File: src/rtl/pio_seq_pkg.sv
package pio_seq_pkg;

  typedef enum logic [2:0] {
    CL_READ, CL_WRITE, CL_VERIFY, CL_FORMAT, CL_IDENT, CL_NODATA, CL_BAD
  } op_class_e;

  typedef enum logic [2:0] {
    PH_IDLE, PH_FETCH, PH_HOST_RD, PH_HOST_WR, PH_STORE, PH_MEDIA
  } phase_e;

  // Map a command byte onto the class that picks the phase sequence.
  function automatic op_class_e classify(input logic [7:0] op);
    op_class_e c;
    casez (op)
      8'h20, 8'h21:            c = CL_READ;
      8'h30, 8'h31:            c = CL_WRITE;
      8'h40, 8'h41:            c = CL_VERIFY;
      8'h50:                   c = CL_FORMAT;
      8'hEC:                   c = CL_IDENT;
      8'h91:                   c = CL_NODATA;
      8'b0001_????:            c = CL_NODATA;
      8'b0111_????:            c = CL_NODATA;
      default:                 c = CL_BAD;
    endcase
    return c;
  endfunction

  // The register holds the sectors still to move; zero encodes 256,
  // so the command ends on the sector finished while it reads one.
  function automatic logic is_final_sector(input logic [7:0] sc);
    return sc == 8'd1;
  endfunction

  function automatic logic [7:0] sc_after_sector(input logic [7:0] sc);
    return sc - 8'd1;
  endfunction

  function automatic logic host_reads(input op_class_e c);
    return (c == CL_READ) || (c == CL_IDENT);
  endfunction

  function automatic logic host_writes(input op_class_e c);
    return (c == CL_WRITE) || (c == CL_FORMAT);
  endfunction

endpackage

File: src/rtl/pio_op_decode.sv
module pio_op_decode
  import pio_seq_pkg::*;
#(
  parameter bit DEV_ID = 1'b0
) (
  input  logic       strobe,
  input  logic       ready,
  input  logic [7:0] code,
  input  logic       dev_sel,
  output logic       take,
  output logic       refuse,
  output op_class_e  cls
);

  logic mine;

  assign cls    = classify(code);
  assign mine   = strobe && ready && (dev_sel == DEV_ID);
  assign take   = mine && (cls != CL_BAD);
  assign refuse = mine && (cls == CL_BAD);

endmodule

File: src/rtl/pio_word_ctr.sv
module pio_word_ctr #(
  parameter int unsigned WORDS = 256,
  localparam int CW = $clog2(WORDS + 1),
  localparam int IW = $clog2(WORDS)
) (
  input  logic          clk,
  input  logic          rst_n,
  input  logic          load,
  input  logic          step,
  output logic          last,
  output logic [IW-1:0] idx
);

  logic [CW-1:0] left_q;

  function automatic logic [IW-1:0] word_index(input logic [CW-1:0] left);
    logic [CW-1:0] done;
    done = CW'(WORDS) - left;
    return done[IW-1:0];
  endfunction

  always_ff @(posedge clk) begin
    if (!rst_n)                      left_q <= '0;
    else if (load)                   left_q <= CW'(WORDS);
    else if (step && left_q != '0)   left_q <= left_q - CW'(1);
  end

  assign last = (left_q == CW'(1));
  assign idx  = word_index(left_q);

  AST_WORD_RELOAD: assert property (@(posedge clk) disable iff (!rst_n)
    load |=> (idx == '0) && !last) else $error("word reload");
  AST_WORD_STEP: assert property (@(posedge clk) disable iff (!rst_n)
    (step && !load && !last) |=> idx == $past(idx) + IW'(1)) else $error("word step");

endmodule

File: src/rtl/pio_sc_reg.sv
module pio_sc_reg
  import pio_seq_pkg::*;
(
  input  logic       clk,
  input  logic       rst_n,
  input  logic       host_we,
  input  logic       host_ok,
  input  logic [7:0] host_data,
  input  logic       step,
  output logic [7:0] sc,
  output logic       final_sec
);

  logic [7:0] sc_q;

  always_ff @(posedge clk) begin
    if (!rst_n)                   sc_q <= 8'd1;
    else if (step)                sc_q <= sc_after_sector(sc_q);
    else if (host_we && host_ok)  sc_q <= host_data;
  end

  assign sc        = sc_q;
  assign final_sec = is_final_sector(sc_q);

  AST_SC_HOST_BLOCKED: assert property (@(posedge clk) disable iff (!rst_n)
    (host_we && !host_ok && !step) |=> sc == $past(sc)) else $error("sc write leak");

endmodule

File: src/rtl/pio_xfer_seq.sv
module pio_xfer_seq
  import pio_seq_pkg::*;
#(
  parameter int unsigned WORDS  = 256,
  parameter bit          DEV_ID = 1'b0,
  localparam int IW = $clog2(WORDS)
) (
  input  logic          clk,
  input  logic          rst_n,
  input  logic          cmd_we,
  input  logic [7:0]    cmd_code,
  input  logic          dev_sel,
  input  logic          sc_we,
  input  logic [7:0]    sc_wdata,
  input  logic          data_rd,
  input  logic          data_wr,
  input  logic          stat_rd,
  input  logic          buf_done,
  output logic [7:0]    sc_value,
  output logic [IW-1:0] word_idx,
  output logic          buf_req,
  output logic          buf_dir,
  output logic          busy,
  output logic          drq,
  output logic          drdy,
  output logic          err,
  output logic          abrt,
  output logic          irq_pend
);

  phase_e    ph_q, ph_n;
  op_class_e cls_q, cls_dec;

  logic idle, accept, reject;
  logic rd_word, wr_word, wc_last, wc_load;
  logic blk_out_end, blk_in_end, media_ack;
  logic sec_done, final_sec, cmd_end, irq_set, irq_clr;
  logic drdy_q, err_q, irq_q;

  assign idle = (ph_q == PH_IDLE);

  pio_op_decode #(.DEV_ID(DEV_ID)) u_dec (
    .strobe (cmd_we),
    .ready  (idle),
    .code   (cmd_code),
    .dev_sel(dev_sel),
    .take   (accept),
    .refuse (reject),
    .cls    (cls_dec)
  );

  // Named internal events
  assign rd_word     = (ph_q == PH_HOST_RD) && data_rd;
  assign wr_word     = (ph_q == PH_HOST_WR) && data_wr;
  assign blk_out_end = rd_word && wc_last;
  assign blk_in_end  = wr_word && wc_last;
  assign media_ack   = buf_done &&
                       (ph_q == PH_FETCH || ph_q == PH_STORE || ph_q == PH_MEDIA);

  assign sec_done = (blk_out_end && cls_q == CL_READ) ||
                    (ph_q == PH_STORE && buf_done && cls_q == CL_WRITE) ||
                    (ph_q == PH_MEDIA && buf_done && cls_q == CL_VERIFY);

  pio_word_ctr #(.WORDS(WORDS)) u_words (
    .clk  (clk),
    .rst_n(rst_n),
    .load (wc_load),
    .step (rd_word || wr_word),
    .last (wc_last),
    .idx  (word_idx)
  );

  pio_sc_reg u_sc (
    .clk      (clk),
    .rst_n    (rst_n),
    .host_we  (sc_we),
    .host_ok  (idle),
    .host_data(sc_wdata),
    .step     (sec_done),
    .sc       (sc_value),
    .final_sec(final_sec)
  );

  // Phase sequencing
  always_comb begin
    ph_n = ph_q;
    unique case (ph_q)
      PH_IDLE: if (accept) begin
        if (host_reads(cls_dec))       ph_n = PH_FETCH;
        else if (host_writes(cls_dec)) ph_n = PH_HOST_WR;
        else                           ph_n = PH_MEDIA;
      end
      PH_FETCH:   if (buf_done) ph_n = PH_HOST_RD;
      PH_HOST_RD: if (blk_out_end)
                    ph_n = (cls_q == CL_READ && !final_sec) ? PH_FETCH : PH_IDLE;
      PH_HOST_WR: if (blk_in_end) ph_n = PH_STORE;
      PH_STORE:   if (buf_done)
                    ph_n = (cls_q == CL_WRITE && !final_sec) ? PH_HOST_WR : PH_IDLE;
      PH_MEDIA:   if (buf_done)
                    ph_n = (cls_q == CL_VERIFY && !final_sec) ? PH_MEDIA : PH_IDLE;
      default:    ph_n = PH_IDLE;
    endcase
  end

  assign cmd_end = !idle && (ph_n == PH_IDLE);
  assign wc_load = (accept && host_writes(cls_dec)) ||
                   (ph_q == PH_FETCH && buf_done) ||
                   (ph_q == PH_STORE && buf_done && ph_n == PH_HOST_WR);

  assign irq_set = reject ||
                   (ph_q == PH_FETCH && buf_done) ||
                   (ph_q == PH_STORE && buf_done) ||
                   (ph_q == PH_MEDIA && buf_done && ph_n == PH_IDLE);
  assign irq_clr = stat_rd || accept;

  always_ff @(posedge clk) begin
    if (!rst_n) begin
      ph_q   <= PH_IDLE;
      cls_q  <= CL_NODATA;
      drdy_q <= 1'b1;
      err_q  <= 1'b0;
      irq_q  <= 1'b0;
    end else begin
      ph_q <= ph_n;
      if (accept) cls_q <= cls_dec;
      if (accept)       drdy_q <= 1'b0;
      else if (cmd_end) drdy_q <= 1'b1;
      if (reject)       err_q <= 1'b1;
      else if (accept)  err_q <= 1'b0;
      if (irq_set)      irq_q <= 1'b1;
      else if (irq_clr) irq_q <= 1'b0;
    end
  end

  assign busy     = (ph_q == PH_FETCH) || (ph_q == PH_STORE) || (ph_q == PH_MEDIA);
  assign drq      = (ph_q == PH_HOST_RD) || (ph_q == PH_HOST_WR);
  assign buf_req  = busy;
  assign buf_dir  = (ph_q == PH_STORE);
  assign drdy     = drdy_q;
  assign err      = err_q;
  assign abrt     = err_q;
  assign irq_pend = irq_q;

  AST_BUSY_DRQ_EXCL: assert property (@(posedge clk) disable iff (!rst_n)
    !(busy && drq)) else $error("busy with drq");
  AST_BAD_OP_ABORTS: assert property (@(posedge clk) disable iff (!rst_n)
    reject |=> err && abrt && irq_pend && !busy && !drq) else $error("abort");
  AST_FOREIGN_IGNORED: assert property (@(posedge clk) disable iff (!rst_n)
    (cmd_we && idle && dev_sel != DEV_ID) |=> !busy && !drq) else $error("foreign");
  AST_SC_FROZEN: assert property (@(posedge clk) disable iff (!rst_n)
    (!idle && !sec_done) |=> $stable(sc_value)) else $error("sc moved");
  AST_SECTOR_STEP: assert property (@(posedge clk) disable iff (!rst_n)
    sec_done |=> sc_value == $past(sc_value) - 8'd1) else $error("sc step");
  AST_FINISH_READY: assert property (@(posedge clk) disable iff (!rst_n)
    cmd_end |=> drdy && !busy && !drq) else $error("finish");
  AST_IRQ_ACK: assert property (@(posedge clk) disable iff (!rst_n)
    (stat_rd && !irq_set) |=> !irq_pend) else $error("irq ack");
  AST_STRAY_DONE: assert property (@(posedge clk) disable iff (!rst_n)
    (buf_done && !busy && !cmd_we) |=> $stable(busy) && $stable(drq)) else $error("stray done");

endmodule

File: config.mk
export PLATFORM = sky130hd
export DESIGN_NAME = pio_xfer_seq
export DESIGN_NICKNAME = d
export VERILOG_FILES = /design/src/rtl/pio_seq_pkg.sv /design/src/rtl/pio_op_decode.sv /design/src/rtl/pio_word_ctr.sv /design/src/rtl/pio_sc_reg.sv /design/src/rtl/pio_xfer_seq.sv
export SDC_FILE = /design/constraint.sdc
export NUM_CORES = 1
export LEC_CHECK = 0
export BUFFER_PORTS_ARGS = -buffer_cell sky130_fd_sc_hd__buf_2
export CAP_MARGIN = 20
export CELL_PAD_IN_SITES_DETAIL_PLACEMENT = 1
export CELL_PAD_IN_SITES_GLOBAL_PLACEMENT = 2
export CORE_ASPECT_RATIO = 0.75
export CORE_MARGIN = 4
export CORE_UTILIZATION = 28
export DETAILED_ROUTE_END_ITERATION = 6
export GPL_ROUTABILITY_DRIVEN = 0
export GPL_TIMING_DRIVEN = 0
export PLACE_DENSITY = 0.82
export SYNTH_ARGS = -nofsm -noshare
export SYNTH_HDL_FRONTEND = slang
export SYNTH_SLANG_ARGS = --single-unit
File: constraint.sdc
create_clock -name clk -period 2.3 [get_ports clk]
set_input_delay 0.23 -clock clk [delete_from_list [all_inputs] [get_ports clk]]
set_output_delay 0.23 -clock clk [all_outputs]
set_load 0.005 [all_outputs]
==> reports/metrics.csv <==
metric,value,unit
ys_seq_area_frac,0.316,
met1_usage,0.198,
start_kind,register,
required,2.07,ns
synth_top_cell_area_share,0.316,
slowest_stage,nor3b_1,
ant_nets,0,
grt_max_degree,14,
worstPathArrival,1.98,ns
synth_common_cells,"26 x dfxtp_1, 24 x nor2_1, 23 x nand2_1, 12 x nor3_1, 11 x inv_1",
p_leak,0.925,nW
fin_crit_sh,0.960,
drt_pass1_iterations,4,
core-area,0.00553,mm^2
setup_ws,0.0911,ns
syn_nets,242,
grt_overflow,0,
via_per_inst,5.06,
die_area,0.00719,mm^2
path_buf_inv,1,
detailed_place_hpwl,3.85,mm
rsz0062_at_grt,true,
htree_levels,1,
synth-seq-cells,26,
crit_path_max_incr_delay,0.54,ns
r2r_slack,0.13,ns
clkTransAtPathRegs,0.09,ns
tritoncts,done,
post-synth-top-count-cell,dfxtp_1,
clock_skew,0.00702,ns
power.total,0.898,mW
fin_util,0.370,
clk_latency,0.27,ns
layout-drive-gt1-share,0.231,
max-vdd-ir-drop,0.178,mV
grt_usage,0.137,
synth-main-ff-cell,dfxtp_1,
grt_pass1_wl,8.24,mm
grt_pass1_vias,1668,
min_path_type,input port to register,
port_buffers,48,
maxCapViolations,0,
dp_cells,336,
holdBufCountCts,0,
avgRoutedWirePerCell,14.2,um
min_period,2.21,ns
placed_area,0.00198,mm^2
tns,0,ns
grt.busiest_layer,met2,
pin_count,49,
drt-initial-drc-count,47,
die_y,74.5,um
end_kind,primary output,
syn-cell-area,0.00165,mm^2
post_cts_buffers,0,
finalHoldViolations,0,
synth_cell_types,50,
yosysTopAreaCell,dfxtp_1,
whs,0.167,ns
root_buffer,clkbuf_8,
totalWireLength,4.83,mm
cp_top_family,simple AND/OR/NAND/NOR gates,
antenna_found_initial,0,
cts_buffers,3,
grt_use_met3,0.0347,
postLayoutCellArea,0.00205,mm^2
place_worst_setup_slack,0.0411,ns
cp_cell_sequence,nor3_1 > nor3b_1 > nand2_1 > xor2_1 > buf_2,
fin_cells,339,
area_growth,24.1,%
tightest_slew,0.625,ns
num_vias,1714,
maxSlewViolCount,0,
rows,23,
synth-warning-count,0,
async_reset_ff_frac,0,
max_freq,0.453,GHz
cellPowerDensity,439,mW/mm^2
drc,0,
yosys-top-cells-area,"dfxtp_1 32%, nor2_1 5.5%, nand2_1 5.2%",
synth_edf_count,0,
n_antenna_cell,0,
met2_usage,0.216,
numClockSinks,26,
critPathKind,register to primary output,
cp_max_fo,5,
start_util,0.298,
finalSetupViolCount,0,
die_width,96.6,um
nets,295,
netlist_instances,213,
status,finished clean,
clockBufferDepth,2,
synth.avg_cell_area,7.74,um^2
max-slew-margin-rel,0.580,
==> cell usage in the layout (no fill, tap or decap), types with 4 or more instances in the layout <==
master,synthesis,final
a21oi_1,10,10
buf_2,0,48
clkbuf_1,6,5
dfxtp_1,26,26
ha_1,4,4
inv_1,11,11
nand2_1,23,22
nand2b_1,5,5
nand3_1,7,7
nor2_1,24,24
nor3_1,12,11
nor3b_1,4,4
nor4_1,4,4
o21ai_0,6,6
xnor2_1,6,6
xor2_1,8,8
==> final timing paths <==
check | depth (start not counted) | end | from
min | 3 | u_sc.sc[0]$_SDFFE_PN1P_ | sc_wdata[0]
max reg2reg | 7 | u_sc.sc[7]$_SDFFE_PN0P_ | cls_q[0]$_SDFFE_PN1P_
min reg2reg | 1 | drdy$_SDFFE_PN1P_ | drdy$_SDFFE_PN1P_
max | 5 | word_idx[7] | u_words.left_q[0]$_SDFFE_PP0P_
==> power by group <==
group	internal (mW)	switching (mW)
Combinational	0.0669	0.0877
Clock	0.117	0.146
Sequential	0.465	0.0154
Total	0.649	0.249
==> worst min-delay path: stages <==
cell       delay, ns
buf_2           0.07
nand2_1         0.04
o2111ai_1       0.06
==> sequential cells by signal, indices dropped and copies added, names as in the netlist <==
register,count
drdy,1
abrt,1
irq_pend,1
u_words.left_q,9
cls_q,3
ph_q,3
u_sc.sc,8
==> logic make-up (layout without fill, tap and decap cells) <==
kind of cell	count (synthesis)	in the layout	share of synthesized area
and+or+nand+nor	100	100	0.312
buffers and inverters	21	72	0.0592
adders and majority gates	4	4	0.0304
xor gates and xnor gates	14	14	0.0744
muxes	2	2	0.0121
AOI/OAI and AO/OA	46	46	0.197
DFF	26	26	0.316
==> layer usage <==
metal / share of wire / wire [um]
met2: 0.43 / 2050
met3: 0.043 / 207
met1: 0.53 / 2560
met4: 0.0021 / 10
met5: 0 / 0
==> repair_timing <==
action / CTS / global route
endpoints found under the setup margin: 0 / 21
resized for setup: 0 / 7
hold endpoints to repair: 0 / 0
==> area by class of cell <==
class / count / area (um^2)
sequential: 26 / 520
tap: 75 / 93.8
inverter: 11 / 41.3
buffer: 10 / 57.6
timing repair buffer: 48 / 240
fill: 712 / 3480
multi-input combinational: 166 / 1050
clock buffer: 3 / 41.3
No activity file was read; power rests on OpenSTA's default activity.
